## config.mk

```make
export PLATFORM = sky130hd
export DESIGN_NAME = apb_fanout_split
export DESIGN_NICKNAME = d
export VERILOG_FILES = /design/src/rtl/apb_split_pkg.sv /design/src/rtl/apb_region_decode.sv /design/src/rtl/apb_req_fanout.sv /design/src/rtl/apb_resp_mux.sv /design/src/rtl/apb_fanout_split.sv
export SDC_FILE = /design/constraint.sdc
export NUM_CORES = 1
export LEC_CHECK = 0
export ABC_CLOCK_PERIOD_IN_PS = 2500
export BUFFER_PORTS_ARGS = -buffer_cell sky130_fd_sc_hd__buf_4
export CAP_MARGIN = 20
export CELL_PAD_IN_SITES_DETAIL_PLACEMENT = 0
export CELL_PAD_IN_SITES_GLOBAL_PLACEMENT = 1
export CORE_AREA = 2 2 432 434
export DETAILED_ROUTE_END_ITERATION = 12
export DIE_AREA = 0 0 434 436
export PLACE_DENSITY_LB_ADDON = 0.1
export SLEW_MARGIN = 20
export SYNTH_ARGS = -nofsm -noshare
export SYNTH_HDL_FRONTEND = slang
export SYNTH_SLANG_ARGS = --single-unit
```

## constraint.sdc

```tcl
create_clock -name vclk -period 2.5
set_input_delay 0.125 -clock vclk [all_inputs]
set_output_delay 0.125 -clock vclk [all_outputs]
set_load 0.01 [all_outputs]
```

## src/rtl/apb_split_pkg.sv

```systemverilog
package apb_split_pkg;

  // One address region: a base, a power-of-two element stride and a
  // rows x cols element array (1x1 for a single target).
  typedef struct packed {
    logic [31:0] base;
    logic [7:0]  stride_log2;
    logic [15:0] rows;
    logic [15:0] cols;
  } region_cfg_t;

  function automatic int unsigned region_count(input region_cfg_t c);
    return int'(c.rows) * int'(c.cols);
  endfunction

endpackage

```

## src/rtl/apb_region_decode.sv

```systemverilog
module apb_region_decode #(
  parameter int unsigned AW = 16,
  parameter apb_split_pkg::region_cfg_t CFG = '{base: 32'h0, stride_log2: 8'd8,
                                                rows: 16'd1, cols: 16'd1},
  localparam int unsigned CNT = apb_split_pkg::region_count(CFG)
) (
  input  logic           up_psel,
  input  logic [AW-1:0]  paddr,
  output logic [CNT-1:0] elem_sel
);

  localparam logic [AW-1:0] BASE = AW'(CFG.base);

  logic          above_base;
  logic [AW-1:0] offs;
  logic [AW-1:0] idx;

  assign above_base = (paddr >= BASE);
  assign offs       = paddr - BASE;
  assign idx        = offs >> CFG.stride_log2;

  // One comparator per element; indexes at or past CNT match nothing.
  for (genvar e = 0; e < CNT; e++) begin : g_elem
    assign elem_sel[e] = up_psel && above_base && (idx == AW'(e));
  end

endmodule

```

## src/rtl/apb_req_fanout.sv

```systemverilog
module apb_req_fanout #(
  parameter int unsigned AW    = 16,
  parameter int unsigned DW    = 32,
  parameter int unsigned NPORT = 11,
  localparam int unsigned SW   = DW / 8
) (
  input  logic              up_penable,
  input  logic              up_pwrite,
  input  logic [AW-1:0]     up_paddr,
  input  logic [2:0]        up_pprot,
  input  logic [DW-1:0]     up_pwdata,
  input  logic [SW-1:0]     up_pstrb,
  input  logic [NPORT-1:0]  port_sel,
  output logic [NPORT-1:0]  m_psel,
  output logic [NPORT-1:0]  m_penable,
  output logic [NPORT-1:0]  m_pwrite,
  output logic [NPORT*AW-1:0] m_paddr,
  output logic [NPORT*3-1:0]  m_pprot,
  output logic [NPORT*DW-1:0] m_pwdata,
  output logic [NPORT*SW-1:0] m_pstrb
);

  // Payload is broadcast; only select and enable are per port.
  for (genvar p = 0; p < NPORT; p++) begin : g_port
    assign m_psel[p]              = port_sel[p];
    assign m_penable[p]           = port_sel[p] & up_penable;
    assign m_pwrite[p]            = up_pwrite;
    assign m_paddr[p*AW +: AW]    = up_paddr;
    assign m_pprot[p*3 +: 3]      = up_pprot;
    assign m_pwdata[p*DW +: DW]   = up_pwdata;
    assign m_pstrb[p*SW +: SW]    = up_pstrb;
  end

endmodule

```

## src/rtl/apb_resp_mux.sv

```systemverilog
module apb_resp_mux #(
  parameter int unsigned DW    = 32,
  parameter int unsigned NPORT = 11
) (
  input  logic                clk,
  input  logic                rst,
  input  logic                up_psel,
  input  logic [NPORT-1:0]    port_sel,
  input  logic [NPORT*DW-1:0] m_prdata,
  input  logic [NPORT-1:0]    m_pready,
  input  logic [NPORT-1:0]    m_pslverr,
  output logic [DW-1:0]       up_prdata,
  output logic                up_pready,
  output logic                up_pslverr
);

  logic [DW-1:0] or_data;
  logic          or_ready;
  logic          or_err;
  logic          any_hit;

  // AND-OR mux: idle ports contribute zero, so no X leaks through.
  always_comb begin
    or_data  = '0;
    or_ready = 1'b0;
    or_err   = 1'b0;
    for (int p = 0; p < int'(NPORT); p++) begin
      if (port_sel[p]) begin
        or_data  = or_data | m_prdata[p*DW +: DW];
        or_ready = or_ready | m_pready[p];
        or_err   = or_err | m_pslverr[p];
      end
    end
  end

  assign any_hit = |port_sel;

  always_comb begin
    if (!up_psel) begin
      up_prdata  = '0;
      up_pready  = 1'b0;
      up_pslverr = 1'b0;
    end else if (!any_hit) begin
      up_prdata  = '0;
      up_pready  = 1'b1;
      up_pslverr = 1'b1;
    end else begin
      up_prdata  = or_data;
      up_pready  = or_ready;
      up_pslverr = or_err;
    end
  end

  AST_SEL_ONEHOT: assert property (@(posedge clk) disable iff (rst)
    $onehot0(port_sel));
  AST_STALL_PASSES: assert property (@(posedge clk) disable iff (rst)
    (up_psel && ((port_sel & ~m_pready) != '0)) |-> !up_pready);
  AST_READY_PASSES: assert property (@(posedge clk) disable iff (rst)
    (up_psel && ((port_sel & m_pready) != '0)) |-> up_pready);

endmodule

```

## src/rtl/apb_fanout_split.sv

```systemverilog
module apb_fanout_split #(
  parameter int unsigned AW      = 16,
  parameter int unsigned DW      = 32,
  parameter int unsigned NUM_TGT = 3,
  parameter apb_split_pkg::region_cfg_t MAP [NUM_TGT] = '{
    '{base: 32'h0000, stride_log2: 8'd8, rows: 16'd1, cols: 16'd1},
    '{base: 32'h1000, stride_log2: 8'd8, rows: 16'd1, cols: 16'd4},
    '{base: 32'h2000, stride_log2: 8'd6, rows: 16'd2, cols: 16'd3}
  },
  localparam int unsigned SW    = DW / 8,
  localparam int unsigned NPORT = port_ofs(NUM_TGT)
) (
  input  logic                clk,
  input  logic                rst,
  input  logic                s_psel,
  input  logic                s_penable,
  input  logic                s_pwrite,
  input  logic [AW-1:0]       s_paddr,
  input  logic [2:0]          s_pprot,
  input  logic [DW-1:0]       s_pwdata,
  input  logic [SW-1:0]       s_pstrb,
  output logic [DW-1:0]       s_prdata,
  output logic                s_pready,
  output logic                s_pslverr,
  output logic [NPORT-1:0]    m_psel,
  output logic [NPORT-1:0]    m_penable,
  output logic [NPORT-1:0]    m_pwrite,
  output logic [NPORT*AW-1:0] m_paddr,
  output logic [NPORT*3-1:0]  m_pprot,
  output logic [NPORT*DW-1:0] m_pwdata,
  output logic [NPORT*SW-1:0] m_pstrb,
  input  logic [NPORT*DW-1:0] m_prdata,
  input  logic [NPORT-1:0]    m_pready,
  input  logic [NPORT-1:0]    m_pslverr
);

  // First downstream port number of region t (element counts summed).
  function automatic int unsigned port_ofs(input int unsigned t);
    int unsigned s;
    s = 0;
    for (int unsigned i = 0; i < t; i++) s += apb_split_pkg::region_count(MAP[i]);
    return s;
  endfunction

  logic [NPORT-1:0] port_sel;

  for (genvar t = 0; t < NUM_TGT; t++) begin : g_rgn
    localparam int unsigned OFS = port_ofs(t);
    localparam int unsigned CNT = apb_split_pkg::region_count(MAP[t]);
    logic [CNT-1:0] rsel;
    apb_region_decode #(.AW(AW), .CFG(MAP[t])) u_dec (
      .up_psel  (s_psel),
      .paddr    (s_paddr),
      .elem_sel (rsel)
    );
    assign port_sel[OFS +: CNT] = rsel;
  end

  apb_req_fanout #(.AW(AW), .DW(DW), .NPORT(NPORT)) u_fan (
    .up_penable (s_penable),
    .up_pwrite  (s_pwrite),
    .up_paddr   (s_paddr),
    .up_pprot   (s_pprot),
    .up_pwdata  (s_pwdata),
    .up_pstrb   (s_pstrb),
    .port_sel   (port_sel),
    .m_psel     (m_psel),
    .m_penable  (m_penable),
    .m_pwrite   (m_pwrite),
    .m_paddr    (m_paddr),
    .m_pprot    (m_pprot),
    .m_pwdata   (m_pwdata),
    .m_pstrb    (m_pstrb)
  );

  apb_resp_mux #(.DW(DW), .NPORT(NPORT)) u_resp (
    .clk        (clk),
    .rst        (rst),
    .up_psel    (s_psel),
    .port_sel   (port_sel),
    .m_prdata   (m_prdata),
    .m_pready   (m_pready),
    .m_pslverr  (m_pslverr),
    .up_prdata  (s_prdata),
    .up_pready  (s_pready),
    .up_pslverr (s_pslverr)
  );

  AST_IDLE_NO_SEL: assert property (@(posedge clk) disable iff (rst)
    !s_psel |-> (m_psel == '0 && m_penable == '0));
  AST_EN_NEEDS_SEL: assert property (@(posedge clk) disable iff (rst)
    (m_penable & ~m_psel) == '0);
  AST_MISS_ERROR: assert property (@(posedge clk) disable iff (rst)
    (s_psel && m_psel == '0) |-> (s_pready && s_pslverr && s_prdata == '0));
  AST_IDLE_QUIET: assert property (@(posedge clk) disable iff (rst)
    !s_psel |-> (!s_pready && !s_pslverr && s_prdata == '0));

endmodule

```

==> results of run 1 <==
==> worst max path at each step <==
stage	from	endpoint	slack [ns]	cells after the start
5_1_grt	s_paddr[14]	s_prdata[24]	-0.15	11
3_5_place_dp	s_paddr[13]	s_prdata[15]	-0.58	10
2_1_floorplan	s_paddr[13]	s_prdata[14]	0.25	9
4_1_cts	s_paddr[13]	s_prdata[15]	-0.16	10
3_3_place_gp	s_paddr[13]	s_prdata[15]	-0.57	10
6_report	s_paddr[14]	s_pslverr	-0.04	12
==> critical path, stage by stage <==
cell      delay [ns]
buf_8           0.11
inv_8           0.05
ha_4            0.12
nor2b_4         0.16
buf_4           0.14
mux2i_4         0.24
nor3_2          0.08
buf_4           0.14
a222oi_1        0.68
buf_4           0.27
a41oi_2         0.11
buf_4           0.19
==> area by class of cell <==
class	count	area, um2
repair buffers	739	6110
well taps	2480	3100
fillers	21896	172000
multi-input cells	388	3440
inverters	7	46.3
diodes	9	22.5
==> repair_timing <==
action,4_1_cts,5_1_grt
resized for setup,61,36
setup endpoints to repair,38,19
pin swaps,22,24
buffers inserted,11,13
==> cells by family after synthesis <==
| logic type | after synthesis | share of synthesized area [%] |
|---|---|---|
| simple gates | 158 | 11.9 |
| buf+inv | 682 | 62.0 |
| fa+ha+maj | 2 | 0.314 |
| compound gates | 175 | 18.8 |
| xor+xnor | 2 | 0.220 |
| mux | 51 | 6.70 |
==> power by group through the flow <==
stage | clock network [mW] | registers [mW] | logic (mW)
finish | 0.000000440 | 0 | 1.34
global route | 0.000000381 | 0 | 1.44
CTS | 0 | 0 | 1.38
detailed placement | 0 | 0 | 1.33
global placement | 0 | 0 | 1.34
floorplan | 0 | 0 | 1.23
==> layer usage <==
| metal | routed length, um | vias to the layer above | share of wire (%) | GRT usage [%] |
|---|---|---|---|---|
| li1 | - | 3307 | - | - |
| met1 | 29100 | 3581 | 35 | 8.53 |
| met2 | 46400 | 397 | 56 | 16.4 |
| met3 | 5960 | 179 | 7.1 | 2.26 |
| met4 | 1990 | 6 | 2.4 | 2.02 |
| met5 | 41 | - | 0.049 | 0 |
==> cells in the mapped netlist, types with 7 or more instances <==
cell type and number:
a22oi_1 40, and2_1 13, a32o_1 31, nor3_1 21, mux2i_1 36, a21oi_1 8
clkbuf_1 32, buf_4 619, nand4_1 11, nand2_1 35, a32oi_1 11, a221oi_1 12
mux2_2 14, nor2_1 7, inv_1 7, buf_2 17, a222oi_1 18, nand3_1 33
==> summary.md, run 1 <==
| Metric | Value |
|---|---|
| Register area | `0 um2` |
| Leading cell type in the layout, fill and taps excluded | `buf_4` |
| WL/cell | `23.0 um` |
| Clock power share | `0%` |
| Worst path required time | `2.38 ns` |
| Vias in the first global route | `8,230` |
| Die Width | `434 um` |
| Post-route ant nets | `0` |
| Least-Margin Pin Slew | `between 0.8 and 0.9 ns` |
| Max-slew headroom | `between 40% and 50%` |
| Routability cong. | `just under 0.7` |
| Starting Density | `4.31%` |
| CP arrival | `2.42 ns` |
| Synth warn | `0` |
| Hold Fails Final Rpt | `0` |
| LEAKAGE | `about 4.9 nW` |
| Comb power frac | `100.0%` |
| Site row count | `158` |
| Final instance area | `between 10,000 and 15,000 um2` |
| Worst hold endpoint | `m_pwdata[258]` |
| RSZ-0062 raised after global routing | `true` |
| Overall Power | `about 1.3 mW` |
| Register area share after synthesis | `0%` |
| Fin crit period | `2.54 ns` |
| Reg power frac | `0%` |
| Top-level port count | `1,106` |
| Drt via density | `2.06` |
| Total grt overflow | `0` |
| CLK BUF | `0` |
| Mapped Area | `roughly 8000 um2` |
| Max-cap violation count | `0` |
| Gate Count Post-Synth | `1,070` |
| Syn avg cell area | `7.44 um2` |
| DRC Markers | `0` |
| Crit end category | `output port` |
| DR pass1 iterations | `5` |
| Final worst slack | `-0.0445 ns` |
| Die ar. | `189,000 um2` |
| Yosys cell types | `67` |
| Height of the die | `436 um` |
| Max VDD drop | `0.0398 mV` |
| Sw Share | `45.3%` |
| Pint | `about 740 uW` |
| Synth top area share | `between 50% and 60%` |
| Port bufs | `roughly 550` |
| Max Slew Vio Count | `0` |
| Setup Total Neg Slack | `-0.0445 ns` |
| Post-place setup slack | `-0.582 ns` |
| Failing checks | `setup timing` |
| Initial antenna violation count | `32` |
| Count of non-filler cells in the finished layout | `3,623` |
| Top post-synthesis cells by area | `buf_4 58%, mux2i_1 4.5%, a32o_1 3.9%` |
| Hold depth | `0` |
| NetSw | `609 uW` |
| Syn nets | `1,506` |
| Syn-to-layout area delta | `59.9%` |
| Vias | `between 7,000 and 8,000` |
| Commonest non-fill, non-tap cells in the layout | `678 x buf_4, 37 x buf_12, 35 x mux2i_1` |
| FFs & Latches | `0` |
| Core Area | `185,000 um2` |
| Hpwl dp | `76.5 mm` |
| Kind of critical path | `input port to output port` |
| PD cells | `106 nW/um2` |
| Core Util, Final | `6.89%` |
| Share of cells above drive strength 1 | `72.9%` |
| Fmax | `0.393 GHz` |
| Dpl cells | `3,593` |
| Largest net degree at the start of global routing | `29` |
| Period utilization | `102%` |
| Hold buffer count at CTS | `0` |
| Yosys top cell by area | `buf_4` |
| Final net count | `1,572` |
| Min-Delay Startpoint | `s_pwdata[2]` |
| Setup violators final | `1` |
| Status | `complete, but fails checks` |
| Worst hold-check path type | `input port to output port` |
| Global-route wire length before repair | `around 100 mm` |
| Placed Instance Area | `12,000 um2` |
| Initial drt markers | `286` |
| GRT Resource Usage Total | `8.34%` |
| Crit-path max FO | `2` |
| Hold WS | `0.250 ns` |
| Worst setup SP type | `input port` |
| Drt total wl | `83.5 mm` |
Note: power is estimated with default switching activity, not from simulation.
==> inputs of run 2 (changes only) <==
--- a/config.mk
+++ b/config.mk
@@ -5,15 +5,16 @@
 export SDC_FILE = /design/constraint.sdc
 export NUM_CORES = 1
 export LEC_CHECK = 0
-export ABC_CLOCK_PERIOD_IN_PS = 2500
+export ABC_CLOCK_PERIOD_IN_PS = 2300
 export BUFFER_PORTS_ARGS = -buffer_cell sky130_fd_sc_hd__buf_4
 export CAP_MARGIN = 20
 export CELL_PAD_IN_SITES_DETAIL_PLACEMENT = 0
 export CELL_PAD_IN_SITES_GLOBAL_PLACEMENT = 1
-export CORE_AREA = 2 2 432 434
+export CORE_AREA = 2 2 430 432
 export DETAILED_ROUTE_END_ITERATION = 12
-export DIE_AREA = 0 0 434 436
+export DIE_AREA = 0 0 432 434
 export PLACE_DENSITY_LB_ADDON = 0.1
+export RECOVER_POWER = 50
 export SLEW_MARGIN = 20
 export SYNTH_ARGS = -nofsm -noshare
 export SYNTH_HDL_FRONTEND = slang
==> constraint.sdc (replaced) <==
create_clock -name vclk -period 2.3
set_input_delay 0.115 -clock vclk [all_inputs]
set_output_delay 0.115 -clock vclk [all_outputs]
set_load 0.01 [all_outputs]
==> run 2 against run 1 <==
  * The flow still finishes with violations (setup timing)
  * Global-route usage barely moved
  * Via count is 0.17% lower
  * Routed wire length is 1.0% lower
  * Sequential cell count did not move
  * Final area rose by 3.4%
  * Die area shrank 0.92%
  * Critical endpoint is now s_prdata[19]
  * Largest cell class unchanged
==> summary.md, run 2 (synthesis gave the netlist of run 1 again) <==
| Metric | Value |
|---|---|
| Fin crit period | `2.50 ns` |
| Syn-to-layout area delta | `65.4%` |
| Final worst slack | `-0.204 ns (-0.160 ns)` |
| GRT Resource Usage Total | `8.32% (-0.024 points)` |
| Die Width | `432 um (-0.46%)` |
| Core Area | `182,000 um2 (-1.2%)` |
| Met2 wire length | `48.2 mm (+4.0%)` |
| Commonest non-fill, non-tap cells in the layout | `641 x buf_4, 64 x buf_6, 41 x buf_12` |
| Vias | `7,457 (-0.17%)` |
| Overall Power | `1.53 mW (+14%)` |
| Top-level port count | `1,106 (unchanged)` |
| Global-route wire length before repair | `101 mm (-0.37%)` |
| Initial drt markers | `353 (+23%)` |
| FFs & Latches | `0 (unchanged)` |
| Kind of critical path | `input port to output port` |
| Sw Share | `45.5% (+0.16 points)` |
| Hold Fails Final Rpt | `0 (unchanged)` |
| Hpwl dp | `75.4 mm (-1.4%)` |
| RSZ-0062 raised after global routing | `true` |
| Leading cell type in the layout, fill and taps excluded | `buf_4` |
| Post-route ant nets | `0 (unchanged)` |
| Clock power share | `0% (unchanged)` |
| Total grt overflow | `0 (unchanged)` |
| WL met1 | `28.1 mm (-3.3%)` |
| LEAKAGE | `5.14 nW (+4.8%)` |
| Worst setup SP type | `input port` |
| Site row count | `157 (-0.63%)` |
| DR pass1 iterations | `6 (+1)` |
| Crit end category | `output port` |
| Final net count | `1,588 (+1.0%)` |
| Failing checks | `setup timing` |
| Fmax | `0.399 GHz` |
| Highest Signal Layer | `met5` |
| Comb power frac | `100.0% (about the same)` |
| Reg power frac | `0% (unchanged)` |
| Max-slew headroom | `58.5% (+12 points)` |
| Detailed-routed wire length on met3 | `5.02 mm (-16%)` |
| Max Slew Vio Count | `0 (unchanged)` |
| Least-Margin Pin Slew | `0.622 ns (-0.187 ns)` |
| Height of the die | `434 um (-0.46%)` |
| Crit-path max FO | `6 (+4)` |
| Vias in the first global route | `8,431 (+2.4%)` |
| Routability cong. | `0.696 (+0.43%)` |
| Period utilization | `109%` |
| PD cells | `116 nW/um2 (+9.7%)` |
| Status | `complete, but fails checks` |
| Largest net degree at the start of global routing | `23 (-21%)` |
| NetSw | `694 uW (+14%)` |
| Drt via density | `2.11 (+2.3%)` |
| Worst path required time | `2.18 ns (-0.20 ns)` |
| Worst hold-check path type | `input port to output port` |
| Setup violators final | `21 (+20)` |
| WL/cell | `23.4 um (+1.4%)` |
| Initial antenna violation count | `12 (-63%)` |
| Drt total wl | `82.6 mm (-1.0%)` |
| CP arrival | `2.39 ns (-0.03 ns)` |
| CLK BUF | `0 (unchanged)` |
| Pint | `832 uW (+13%)` |
| Die ar. | `187,000 um2 (-0.92%)` |
| Register area | `0 um2 (unchanged)` |
| DRC Markers | `0 (unchanged)` |
| Hold buffer count at CTS | `0 (unchanged)` |
| Share of cells above drive strength 1 | `75.9% (+3.0 points)` |
| Max-cap violation count | `0 (unchanged)` |
| Port bufs | `552 (unchanged)` |
| Max VDD drop | `0.0350 mV (-12%)` |
| Hold WS | `0.230 ns (-0.0200 ns)` |
| Starting Density | `4.36% (+0.051 points)` |
[run 2: cell count changes in the layout (fill, tap and decap cells not counted), sizes merged]
| cell | before | now |
|---|---|---|
| buf | 739 | 755 |
| diode | 9 | 1 |
| inv | 6 | 7 |
| clkinv | 1 | 0 |
[run 2: area by class of cell]
type / count / area (um2)
fill: 21407 / 169000
timing repair buffer: 755 / 6490
multi-input combinational: 388 / 3640
tap: 2385 / 2980
inverter: 7 / 38.8
antenna: 1 / 2.50
[run 2: path summary, 6_finish.rpt]
| kind | startpoint | to | cells past startpoint | slack [ns] |
|---|---|---|---|---|
| setup / recovery | s_paddr[14] | s_prdata[19] | 12 | -0.20 |
| hold / removal | s_pwdata[12] | m_pwdata[108] | 0 | 0.23 |
[run 2: per-stage QoR]
stage / cells / cell area (um2) / setup slack, ns / util, % / TNS (ns)
after floorplan: 1070 / 7960 / 0.0654 / - / 0
after global placement: 3505 / 12100 / -0.849 / 6.61 / -16.08
after detailed placement: 3505 / 12100 / -0.822 / 6.61 / -14.78
after CTS: 3527 / 12900 / -0.368 / 7.08 / -4.40
after global routing: 3536 / 13200 / -0.328 / 7.21 / -5.78
final: 3536 / 13200 / -0.204 / 7.21 / -2.09
[run 2: routing by layer]
metal / vias up / GRT usage (%)
met5: - / 0
met1: 3612 / 8.29
met4: 2 / 1.06
li1: 3329 / -
met3: 129 / 1.99
met2: 385 / 17.4
[run 2: worst max-delay path: stages]
cell	delay, ns
buf_8	0.11
inv_8	0.05
ha_4	0.12
nor2b_4	0.15
mux2_4	0.38
buf_12	0.17
buf_12	0.14
buf_8	0.12
a32o_1	0.20
a222oi_1	0.46
nand3_1	0.19
buf_6	0.16
[run 2: repair_timing]
| action | 4_1_cts | 5_1_grt |
|---|---|---|
| endpoints found under the setup margin | 37 | 34 |
| resized for setup | 148 | 42 |
| setup buffers | 26 | 14 |
| pin swaps | 67 | 36 |
[run 2: power groups by stage]
stage | combinational [mW] | sequential (mW) | clock, mW
4_1_cts | 1.57 | 0 | 0
3_3_place_gp | 1.49 | 0 | 0
2_1_floorplan | 1.34 | 0 | 0
5_1_grt | 1.63 | 0 | 0.0000000584
6_report | 1.53 | 0 | 0.0000000584
3_5_place_dp | 1.48 | 0 | 0
==> inputs of run 3 (changes only) <==
--- a/config.mk
+++ b/config.mk
@@ -5,16 +5,18 @@
 export SDC_FILE = /design/constraint.sdc
 export NUM_CORES = 1
 export LEC_CHECK = 0
+export ABC_AREA = 1
 export ABC_CLOCK_PERIOD_IN_PS = 2300
 export BUFFER_PORTS_ARGS = -buffer_cell sky130_fd_sc_hd__buf_4
 export CAP_MARGIN = 20
 export CELL_PAD_IN_SITES_DETAIL_PLACEMENT = 0
 export CELL_PAD_IN_SITES_GLOBAL_PLACEMENT = 1
-export CORE_AREA = 2 2 430 432
+export CORE_AREA = 2 2 434 436
 export DETAILED_ROUTE_END_ITERATION = 12
-export DIE_AREA = 0 0 432 434
+export DIE_AREA = 0 0 436 438
 export PLACE_DENSITY_LB_ADDON = 0.1
 export RECOVER_POWER = 50
+export SETUP_SLACK_MARGIN = 0.3
 export SLEW_MARGIN = 20
 export SYNTH_ARGS = -nofsm -noshare
 export SYNTH_HDL_FRONTEND = slang
==> run 3 against run 2 <==
  * The run now ends clean
  * Area after synthesis grew 1.6%
  * Combinational power decreased by 33%
  * Final cell count increased by 12%
  * Via count is 5.6% higher
  * Global-route usage shrank 1.6 points
  * Power decreased by 32%
  * Critical path depth rose by 4
  * Sequential cell count did not move
  * Sequential share of layout area unchanged
  * Largest power group unchanged
==> summary.md, run 3 <==
| Metric | Value |
|---|---|
| Met3 Usage GRT | `1.71% (-0.28 points)` |
| Share of cells above drive strength 1 | `61.6% (-14 points)` |
| Setup crit start | `s_paddr[13]` |
| Largest net degree at the start of global routing | `17 (-26%)` |
| Leading cell type in the layout, fill and taps excluded | `buf_4` |
| Port bufs | `552 (unchanged)` |
| Worst path required time | `2.18 ns (about the same)` |
| Kind of critical path | `input port to output port` |
| Register area share after synthesis | `0% (unchanged)` |
| Fin crit period | `2.13 ns (-0.378 ns)` |
| Critical-path cell list | `buf_8, inv_8, ha_4, inv_4, nand2_4, nand3_4, nor2_8, nand3_4, inv_4, buf_12, buf_6, nand2_2, nand2_2, clkinvlp_4, nand4_1, buf_4` |
| Hold WS | `0.230 ns (-0.00000200 ns)` |
| Setup violators final | `0 (-100%)` |
| Status | `complete, no violations` |
| GRT met1 Usage | `6.82% (-1.5 points)` |
| Drt via density | `1.98 (-6.0%)` |
| LEAKAGE | `6.07 nW (+18%)` |
| Vias in the first global route | `8,738 (+3.6%)` |
| DR pass1 iterations | `4 (-2)` |
| Most Used Layer, Global Route | `met2` |
| Max VDD drop | `0.0319 mV (-8.9%)` |
| CP arrival | `2.01 ns (-0.38 ns)` |
| Post-route ant nets | `0 (unchanged)` |
| Syn nets | `1,831 (+22%)` |
| Max Slew Vio Count | `0 (unchanged)` |
| Met2 usage | `13.5% (-3.9 points)` |
| Max incr delay on CP | `0.24 ns (-0.22 ns)` |
| Hpwl dp | `60.0 mm (-21%)` |
| Initial drt markers | `207 (-41%)` |
| Crit end category | `output port` |
| Top post-synthesis cells by area | `buf_4 59%, nand2_1 21%, nor2_1 3.3%` |
| Crit-path max FO | `4 (-2)` |
| Die Width | `436 um (+0.93%)` |
| Initial antenna violation count | `11 (-1)` |
| Dpl cells | `3,903 (+11%)` |
| WL/cell | `17.3 um (-26%)` |
| Yosys top cell by area | `buf_4` |
| Min-Delay Startpoint | `s_pwdata[16]` |
| Die ar. | `191,000 um2 (+1.9%)` |
| FFs & Latches | `0 (unchanged)` |
| Global-route wire length before repair | `86.7 mm (-14%)` |
| Synth top area share | `59.2% (+0.77 points)` |
| Worst setup SP type | `input port` |
| DRC Markers | `0 (unchanged)` |
| Starting Density | `4.33% (-0.029 points)` |
| Count of non-filler cells in the finished layout | `3,975 (+12%)` |
| Post-synth top cells | `637 x buf_4, 444 x nand2_1, 71 x nor2_1` |
| Commonest non-fill, non-tap cells in the layout | `627 x buf_4, 356 x nand2_1, 63 x nand2_2` |
| Core Area | `187,000 um2 (+2.3%)` |
| Mapped Area | `8080 um2 (+1.6%)` |
| Max-slew headroom | `66.2% (+7.6 points)` |
| Critical path's slowest cell | `nand4_1` |
| Height of the die | `438 um (+0.92%)` |
| Hold Fails Final Rpt | `0 (unchanged)` |
| Vias | `7,877 (+5.6%)` |
| Site row count | `159 (+1.3%)` |
| Syn-to-layout area delta | `67.4%` |
| Gate Count Post-Synth | `1,395 (+30%)` |
| Synth warn | `0 (unchanged)` |
| Top-level port count | `1,106 (unchanged)` |
| CLK BUF | `0 (unchanged)` |
| PD cells | `76.5 nW/um2 (-34%)` |
| Max-cap violation count | `0 (unchanged)` |
| Yosys cell types | `23 (-66%)` |
| Cell with the most instances after synthesis | `buf_4` |
| Core Util, Final | `7.25% (+0.039 points)` |
| Period utilization | `92.4% (-16 points)` |
| Routability cong. | `0.728 (+4.7%)` |
| Fmax | `0.470 GHz (+18%)` |
| Total grt overflow | `0 (unchanged)` |
| Final net count | `1,912 (+20%)` |
| Worst hold-check path type | `input port to output port` |
| Least-Margin Pin Slew | `0.507 ns (-0.115 ns)` |
| Syn avg cell area | `5.79 um2 (-22%)` |
| GRT Resource Usage Total | `6.72% (-1.6 points)` |
| Register area | `0 um2 (unchanged)` |
| Hold buffer count at CTS | `0 (unchanged)` |
| RSZ-0062 raised after global routing | `true` |
| Drt total wl | `68.9 mm (-17%)` |
run 3: changes by cell type in the layout (fill, tap and decap cells not counted), moves of 20 or more:
cell,previous run,this run
nand2_4,1,25
nand2_2,2,63
inv_1,5,53
mux2i_1,35,0
nor2_2,0,20
a32o_1,28,0
nand2_1,32,356
a22oi_1,24,0
nor2_1,4,50
run 3: kinds of logic after synthesis:
| kind of cell | Yosys count | share of synthesized area, % |
|---|---|---|
| buffers and inverters | 728 | 63.9 |
| and+or+nand+nor | 619 | 31.8 |
| AOI/OAI and AO/OA | 46 | 3.90 |
| adders and majority gates | 2 | 0.310 |
run 3: area by class of cell:
| type | instances | area (um2) |
|---|---|---|
| diodes | 6 | 15.0 |
| fillers | 22245 | 173000 |
| inverters | 75 | 373 |
| multi-input cells | 667 | 3620 |
| well taps | 2495 | 3120 |
| repair buffers | 732 | 6400 |
run 3: critical path, delay by kind of cell:
kind | cells | cell delay, ns
AND/OR/NAND/NOR | 7 | 0.83
buffers and inverters | 8 | 0.87
adder cells (fa/ha/maj) | 1 | 0.18
run 3: where the power goes:
| group | total [mW] | internal [mW] | switching [mW] |
|---|---|---|---|
| registers | 0 | 0 | 0 |
| clock network | 0.000000355 | 0.000000355 | 0 |
| logic | 1.03 | 0.629 | 0.406 |
run 3: what timing repair did:
action / CTS / global route
endpoints found under the setup margin: 38 / 34
resized for setup: 174 / 144
pin swaps: 45 / 66
gates cloned: 3 / 3
buffers inserted: 45 / 15
run 3: through the flow:
step	TNS, ns	power [mW]	worst slack (ns)	cell area (um2)
after detailed placement	-5.73	0.982	-0.459	11700
after global routing	0	1.11	0.0483	13500
after floorplan	0	1.18	0.669	8080
after CTS	0	1.03	0.0657	12800
after global placement	-6.90	0.995	-0.507	11700
final	0	1.03	0.174	13500
run 3: path summary, 6_finish.rpt:
| kind | end | slack [ns] | depth (start not counted) |
|---|---|---|---|
| worst max-delay path | s_prdata[13] | 0.17 | 16 |
| worst min-delay path | m_pwdata[80] | 0.23 | 0 |
run 3: metal layers:
metal	up-vias	part of all wire (%)	routed length [um]
met5	-	0.039	27
met4	4	1.8	1220
met3	96	6.1	4180
met2	270	57	39600
met1	3677	35	23900
li1	3830	-	-
